--- config.mk ---
export PLATFORM = sky130hd
export DESIGN_NAME = gpio_port
export DESIGN_NICKNAME = d
export VERILOG_FILES = /design/src/rtl/gpio_pkg.sv /design/src/rtl/gpio_regs.sv /design/src/rtl/gpio_pin_mux.sv /design/src/rtl/gpio_pull.sv /design/src/rtl/gpio_port.sv
export SDC_FILE = /design/constraint.sdc
export NUM_CORES = 1
export LEC_CHECK = 0
export ABC_CLOCK_PERIOD_IN_PS = 1400
export BUFFER_PORTS_ARGS = -buffer_cell sky130_fd_sc_hd__buf_2
export CAP_MARGIN = 20
export CORE_MARGIN = 2
export CORE_UTILIZATION = 48
export CTS_CLUSTER_DIAMETER = 50
export CTS_CLUSTER_SIZE = 14
export DETAILED_ROUTE_END_ITERATION = 12
export PLACE_DENSITY = 0.8
export SLEW_MARGIN = 25
export SYNTH_ARGS = -nofsm -noshare
export SYNTH_HDL_FRONTEND = slang
export SYNTH_SLANG_ARGS = --single-unit
--- constraint.sdc ---
create_clock -name clk -period 1.4 [get_ports clk]
set_clock_uncertainty 0.1 [all_clocks]
set_input_delay 0.21 -clock clk [delete_from_list [all_inputs] [get_ports clk]]
set_output_delay 0.21 -clock clk [all_outputs]
set_load 0.02 [all_outputs]
--- src/rtl/gpio_pkg.sv ---
package gpio_pkg;
  localparam int ADDR_W = 3;

  typedef enum logic [ADDR_W-1:0] {
    REG_DATA = 3'd0,
    REG_DIR  = 3'd1,
    REG_PULL = 3'd2,
    REG_KEN  = 3'd3,
    REG_KEDG = 3'd4
  } reg_sel_e;
endpackage

--- src/rtl/gpio_regs.sv ---
module gpio_regs
  import gpio_pkg::*;
#(
  parameter int NPINS = 5
) (
  input  logic              clk,
  input  logic              rst_n,
  input  logic              wr_en,
  input  logic [ADDR_W-1:0] wr_addr,
  input  logic [NPINS-1:0]  wr_data,
  input  logic [ADDR_W-1:0] rd_addr,
  output logic [NPINS-1:0]  rd_cfg,
  output logic [NPINS-1:0]  data_q,
  output logic [NPINS-1:0]  dir_q,
  output logic [NPINS-1:0]  pen_q,
  output logic [NPINS-1:0]  ken_q,
  output logic [NPINS-1:0]  kedg_q
);
  always_ff @(posedge clk or negedge rst_n) begin
    if (!rst_n) begin
      data_q <= '0;
      dir_q  <= '0;
      pen_q  <= '0;
      ken_q  <= '0;
      kedg_q <= '0;
    end else if (wr_en) begin
      case (wr_addr)
        REG_DATA: data_q <= wr_data;
        REG_DIR:  dir_q  <= wr_data;
        REG_PULL: pen_q  <= wr_data;
        REG_KEN:  ken_q  <= wr_data;
        REG_KEDG: kedg_q <= wr_data;
        default:  ;
      endcase
    end
  end

  // Readback of the configuration registers; the data address is resolved in the top.
  always_comb begin
    case (rd_addr)
      REG_DIR:  rd_cfg = dir_q;
      REG_PULL: rd_cfg = pen_q;
      REG_KEN:  rd_cfg = ken_q;
      REG_KEDG: rd_cfg = kedg_q;
      default:  rd_cfg = '0;
    endcase
  end

  // a sampled write is visible on the next cycle
  a_r11_dir_write: assert property (@(posedge clk) disable iff (!rst_n)
    (wr_en && wr_addr == REG_DIR) |=> (dir_q == $past(wr_data)));
  a_r11_data_write: assert property (@(posedge clk) disable iff (!rst_n)
    (wr_en && wr_addr == REG_DATA) |=> (data_q == $past(wr_data)));
  // registers held at zero through reset
  a_r1_reset_clear: assert property (@(posedge clk)
    !rst_n |=> (dir_q == '0 && pen_q == '0 && data_q == '0));
endmodule

--- src/rtl/gpio_pin_mux.sv ---
module gpio_pin_mux (
  input  logic ana,
  input  logic alt,
  input  logic alt_oe,
  input  logic alt_out,
  input  logic dir,
  input  logic data,
  input  logic pin,
  output logic oe,
  output logic out,
  output logic ibe,
  output logic rbit
);
  // Ownership priority: analog, then shared digital, then GPIO.
  always_comb begin
    if (ana) begin
      oe  = 1'b0;
      out = 1'b0;
    end else if (alt) begin
      oe  = alt_oe;
      out = alt_out;
    end else begin
      oe  = dir;
      out = data;
    end
    ibe  = ~ana;
    rbit = dir ? data : (pin & ibe);
  end
endmodule

--- src/rtl/gpio_pull.sv ---
module gpio_pull #(
  parameter bit HAS_PULLDOWN = 1'b1
) (
  input  logic pen,
  input  logic dir,
  input  logic ken,
  input  logic kedg,
  output logic up,
  output logic dn
);
  logic armed;
  assign armed = pen & ~dir;

  generate
    if (HAS_PULLDOWN) begin : g_full
      logic flip;
      assign flip = ken & kedg;
      assign up   = armed & ~flip;
      assign dn   = armed & flip;
    end else begin : g_up_only
      logic unused_kbi;
      assign unused_kbi = ken ^ kedg;
      assign up = armed;
      assign dn = 1'b0;
    end
  endgenerate
endmodule

--- src/rtl/gpio_port.sv ---
module gpio_port
  import gpio_pkg::*;
#(
  parameter int NPINS        = 5,
  parameter bit HAS_PULLDOWN = 1'b1
) (
  input  logic              clk,
  input  logic              rst_n,
  input  logic              wr_en,
  input  logic [ADDR_W-1:0] wr_addr,
  input  logic [NPINS-1:0]  wr_data,
  input  logic [ADDR_W-1:0] rd_addr,
  output logic [NPINS-1:0]  rd_data,
  input  logic [NPINS-1:0]  pin_in,
  input  logic [NPINS-1:0]  alt_en,
  input  logic [NPINS-1:0]  alt_oe,
  input  logic [NPINS-1:0]  alt_out,
  input  logic [NPINS-1:0]  ana_en,
  output logic [NPINS-1:0]  pad_oe,
  output logic [NPINS-1:0]  pad_out,
  output logic [NPINS-1:0]  ibuf_en,
  output logic [NPINS-1:0]  pull_up,
  output logic [NPINS-1:0]  pull_dn
);
  logic [NPINS-1:0] data_q, dir_q, pen_q, ken_q, kedg_q;
  logic [NPINS-1:0] rd_cfg, rd_port;

  gpio_regs #(.NPINS(NPINS)) u_regs (
    .clk(clk), .rst_n(rst_n), .wr_en(wr_en), .wr_addr(wr_addr), .wr_data(wr_data),
    .rd_addr(rd_addr), .rd_cfg(rd_cfg), .data_q(data_q), .dir_q(dir_q),
    .pen_q(pen_q), .ken_q(ken_q), .kedg_q(kedg_q)
  );

  for (genvar i = 0; i < NPINS; i++) begin : g_pin
    gpio_pin_mux u_mux (
      .ana(ana_en[i]), .alt(alt_en[i]), .alt_oe(alt_oe[i]), .alt_out(alt_out[i]),
      .dir(dir_q[i]), .data(data_q[i]), .pin(pin_in[i]),
      .oe(pad_oe[i]), .out(pad_out[i]), .ibe(ibuf_en[i]), .rbit(rd_port[i])
    );
    gpio_pull #(.HAS_PULLDOWN(HAS_PULLDOWN)) u_pull (
      .pen(pen_q[i]), .dir(dir_q[i]), .ken(ken_q[i]), .kedg(kedg_q[i]),
      .up(pull_up[i]), .dn(pull_dn[i])
    );
  end

  assign rd_data = (rd_addr == REG_DATA) ? rd_port : rd_cfg;

  // pullup and pulldown never together
  a_r3_pull_exclusive: assert property (@(posedge clk) disable iff (!rst_n)
    (pull_up & pull_dn) == '0);
  // an output pin carries no pull
  a_r4_output_no_pull: assert property (@(posedge clk) disable iff (!rst_n)
    ((pull_up | pull_dn) & dir_q) == '0);
  // analog ownership turns both buffers off
  a_r8_analog_off: assert property (@(posedge clk) disable iff (!rst_n)
    ((pad_oe | ibuf_en | pad_out) & ana_en) == '0);
  // an input pin under analog control reads 0
  a_r6_analog_read: assert property (@(posedge clk) disable iff (!rst_n)
    (rd_addr == REG_DATA) |-> ((rd_data & ana_en & ~dir_q) == '0));

  if (!HAS_PULLDOWN) begin : g_chk_up_only
    // the pullup-only variant never pulls down
    a_r10_no_pulldown: assert property (@(posedge clk) disable iff (!rst_n)
      pull_dn == '0);
  end
endmodule

==> impl_metrics.py <==
metrics = {
    "status": {
        "result_of_the_run": "finished, violations left",
        "violations": "negative setup slack",
    },
    "power": {
        "power_leakage_nw": 1.08,
        "switching_fraction_of_total_power": 0.359,
        "peakVddDrop_uv": 469,
        "seqPwrFrac": 0.450,
        "pwr_per_cell_area_mw_per_mm2": 1060,
        "power_frac_comb": 0.415,
        "switchingPower_mw": 0.856,
        "internal_power_mw": 1.53,
        "part_of_the_power_in_the_clock_network": 0.135,
    },
    "worst_setup_path": {
        "setup.worst_path.end_class": "output port",
        "critical_path_buf_inv_count": 1,
        "required_ns": 1.09,
        "crit_path_max_cell_delay_ns": 0.44,
        "timing.rr.start": "u_regs.dir_q[0]",
        "cpMaxStageDelayCell": "sky130_fd_sc_hd__dfrtp_1",
        "timing.critical_path.from": "u_regs.pen_q[1]",
        "critical_path.top_delay_family": "flip-flops",
        "start_kind": "flip-flop",
        "timing.critical_path.arrival_ns": 1.37,
        "critical_path_peak_fanout": 3,
        "worst-setup-path-type": "reg -> out",
        "path_cells": "mux2i_1, a211o_1, o21ai_2, buf_6",
    },
    "layout": {
        "antenna_cells": 0,
        "layout-area-overhead-vs-synth_pct": 32.6,
        "commonest_cells_after_routing_fill_and_taps_aside": "51 x sky130_fd_sc_hd__buf_2, 25 x sky130_fd_sc_hd__mux2_2, 20 x sky130_fd_sc_hd__buf_4, 20 x sky130_fd_sc_hd__dfrtp_1, 15 x sky130_fd_sc_hd__mux2i_1",
        "finalNonFillerCells": 271,
        "finalInstanceArea_mm2": 0.00225,
        "fin_util": 0.668,
        "most_frequent_standard_cell_in_the_layout_excluding_fill_and_tap_cells": "sky130_fd_sc_hd__buf_2",
        "finish.net_count": 265,
        "layout-drive-gt1-share": 0.631,
    },
    "cts": {
        "clkSlewWorstSetupHoldPaths_ns": 0.13,
        "maximum_root_to_sink_buffer_count": 2,
        "ctsRootBufferMaster": "sky130_fd_sc_hd__clkbuf_4",
        "clock_tree_from_tritoncts": "done",
        "clk-insertion-delay-late_ns": 0.31,
        "cts_made_buffers": 3,
        "clock_sink_count": 25,
        "h-tree-depth": 1,
    },
    "place": {
        "dp_cells": 261,
        "io_buffer_count": 68,
        "globalplace.congestion": 0.754,
        "dp.final_hpwl_um": 2780,
        "dpl_cell_area_mm2": 0.00196,
    },
    "sta": {
        "report.final.slew_viol_count": 0,
        "timing.final.hold_violations": 0,
        "finalCriticalPeriod_ns": 1.68,
        "layout_worst_path_cycle_share": 1.20,
        "final.setup.tns_ns": -3.12,
        "layout_setup_ws_ns": -0.279,
        "tightestPinTransition_ns": 0.555,
        "slew_headroom": 0.630,
        "rsz0062_at_grt": "yes",
        "final_setup_fails": 20,
        "fmax_ghz": 0.596,
    },
    "drt": {
        "drt_drc_violations_left": 0,
        "drtIter0Drc": 30,
        "drt-wirelength-per-cell_um": 14.4,
        "viasPerCell": 5.27,
        "num_vias": 1428,
        "route.final.wire_length_um": 3900,
        "detail-route-antenna-nets": 0,
        "drt-pass1-iter-count": 4,
    },
    "grt": {
        "grt_max_degree": 26,
        "global_route.overflow_total": 0,
        "antenna_found_initial": 0,
        "vias_in_the_first_global_route": 1374,
        "grt_first_pass_wirelength_um": 6170,
        "overall_global_routing_resource_usage": 0.191,
    },
    "hold_path": {
        "hold_path_startpoint": "wr_data[2]",
        "min-delay-path-class": "in -> reg",
    },
    "yosys": {
        "ys_types": 19,
        "synth_sequential_area_ratio": 0.369,
        "post_synth_instance_area_mm2": 0.00169,
        "syn_nets": 205,
        "largest_area_contributor_in_the_synthesized_netlist": "sky130_fd_sc_hd__dfrtp_1",
        "ys_top_cells_by_area": "sky130_fd_sc_hd__dfrtp_1 37%, sky130_fd_sc_hd__mux2_2 17%, sky130_fd_sc_hd__buf_4 12%, sky130_fd_sc_hd__mux2i_1 8.9%, sky130_fd_sc_hd__nor2_1 3.8%",
        "syn_inst": 166,
        "synth_largest_type_area_fraction": 0.369,
        "ys_ff_latch": 25,
        "yosysWarningCount": 0,
        "syn-mean-instance-area_um2": 10.2,
    },
    "floorplanning": {
        "floorplan.rows": 21,
        "design.core.area_mm2": 0.00336,
        "boundaryPins": 69,
        "die_span_in_y_um": 63.4,
        "die_width_um": 63.4,
        "floorplan_die_area_mm2": 0.00402,
        "start_util": 0.504,
    },
    "run": {
        "maxCapViolCount": 0,
    },
}
## registers in the layout, summed over array words and instances (netlist names)
name and flops:
u_regs.kedg_q 5, u_regs.pen_q 5, u_regs.ken_q 5, u_regs.data_q 5, u_regs.dir_q 5
## power groups by stage
| stage | clock [mW] | sequential, mW | combinational, mW |
|---|---|---|---|
| 2_1_floorplan | 0 | 1.01 | 0.612 |
| 3_3_place_gp | 0 | 1.05 | 0.742 |
| 3_5_place_dp | 0 | 1.05 | 0.761 |
| 4_1_cts | 0.328 | 1.04 | 0.877 |
| 5_1_grt | 0.370 | 1.10 | 1.07 |
| 6_report | 0.321 | 1.07 | 0.990 |
## cell usage after synthesis, drive strengths merged
cell	number
a211o	5
a211oi	4
a21oi	10
a221oi	1
and4bb	2
buf	26
clkbuf	2
dfrtp	25
inv	6
mux2	25
mux2i	15
nand2	6
nand2b	5
nand4b	1
nor2	17
nor3	1
nor3b	4
nor4b	1
o21ai	10
## per-stage QoR
step | power (mW) | hold slack (ns) | worst slack (ns)
floorplan | 1.62 | -0.186 | 0.0767
global placement | 1.79 | 0.134 | -0.0373
detailed placement | 1.81 | 0.142 | -0.0648
CTS | 2.24 | 0.0679 | -0.274
global route | 2.54 | 0.0579 | -0.367
finish | 2.39 | 0.0725 | -0.279
## cell type report
| class | count | area, um^2 |
|---|---|---|
| clock buffers | 4 | 26.3 |
| inverters | 6 | 22.5 |
| well taps | 46 | 57.6 |
| flip-flops and latches | 25 | 632 |
| repair buffers | 83 | 539 |
| multi-input cells | 107 | 968 |
| fillers | 292 | 1120 |
## worst reg2reg max path: stages, from the launching register on
cell,delay [ns]
sky130_fd_sc_hd__dfrtp_2,0.48
sky130_fd_sc_hd__buf_6,0.13
sky130_fd_sc_hd__mux2_2,0.25
## routing by layer
metal,track usage,vias to the layer above,share of wire
met3,0.0286,7,0.052
met1,0.252,693,0.42
li1,-,682,-
met2,0.328,46,0.51
met4,0.0489,0,0.012
met5,0,-,0
## worst paths after layout
kind                       cells past startpoint  slack [ns]          endpoint
min reg2reg                                    1        0.46   u_regs.pen_q[4]
max in group asynchronous                      2        0.51   u_regs.dir_q[1]
max                                            4       -0.28        rd_data[1]
max reg2reg                                    2        0.34   u_regs.dir_q[0]
min                                            2        0.07  u_regs.data_q[2]
min in group asynchronous                      2        0.30   u_regs.pen_q[0]
## logic make-up after synthesis
family	Yosys count	share of synthesized area
flops	25	0.369
compound gates	30	0.108
mux	40	0.255
buf+inv	34	0.133
simple gates	37	0.135
## timing repair
item	in CTS	in global routing
gates cloned	0	0
pin swaps	5	14
hold buffers	1	0
setup endpoints to repair	20	25
gates resized for setup	25	36
buffers inserted	4	2
hold endpoints to repair	25	0
Note: power is estimated with default switching activity, not from simulation.
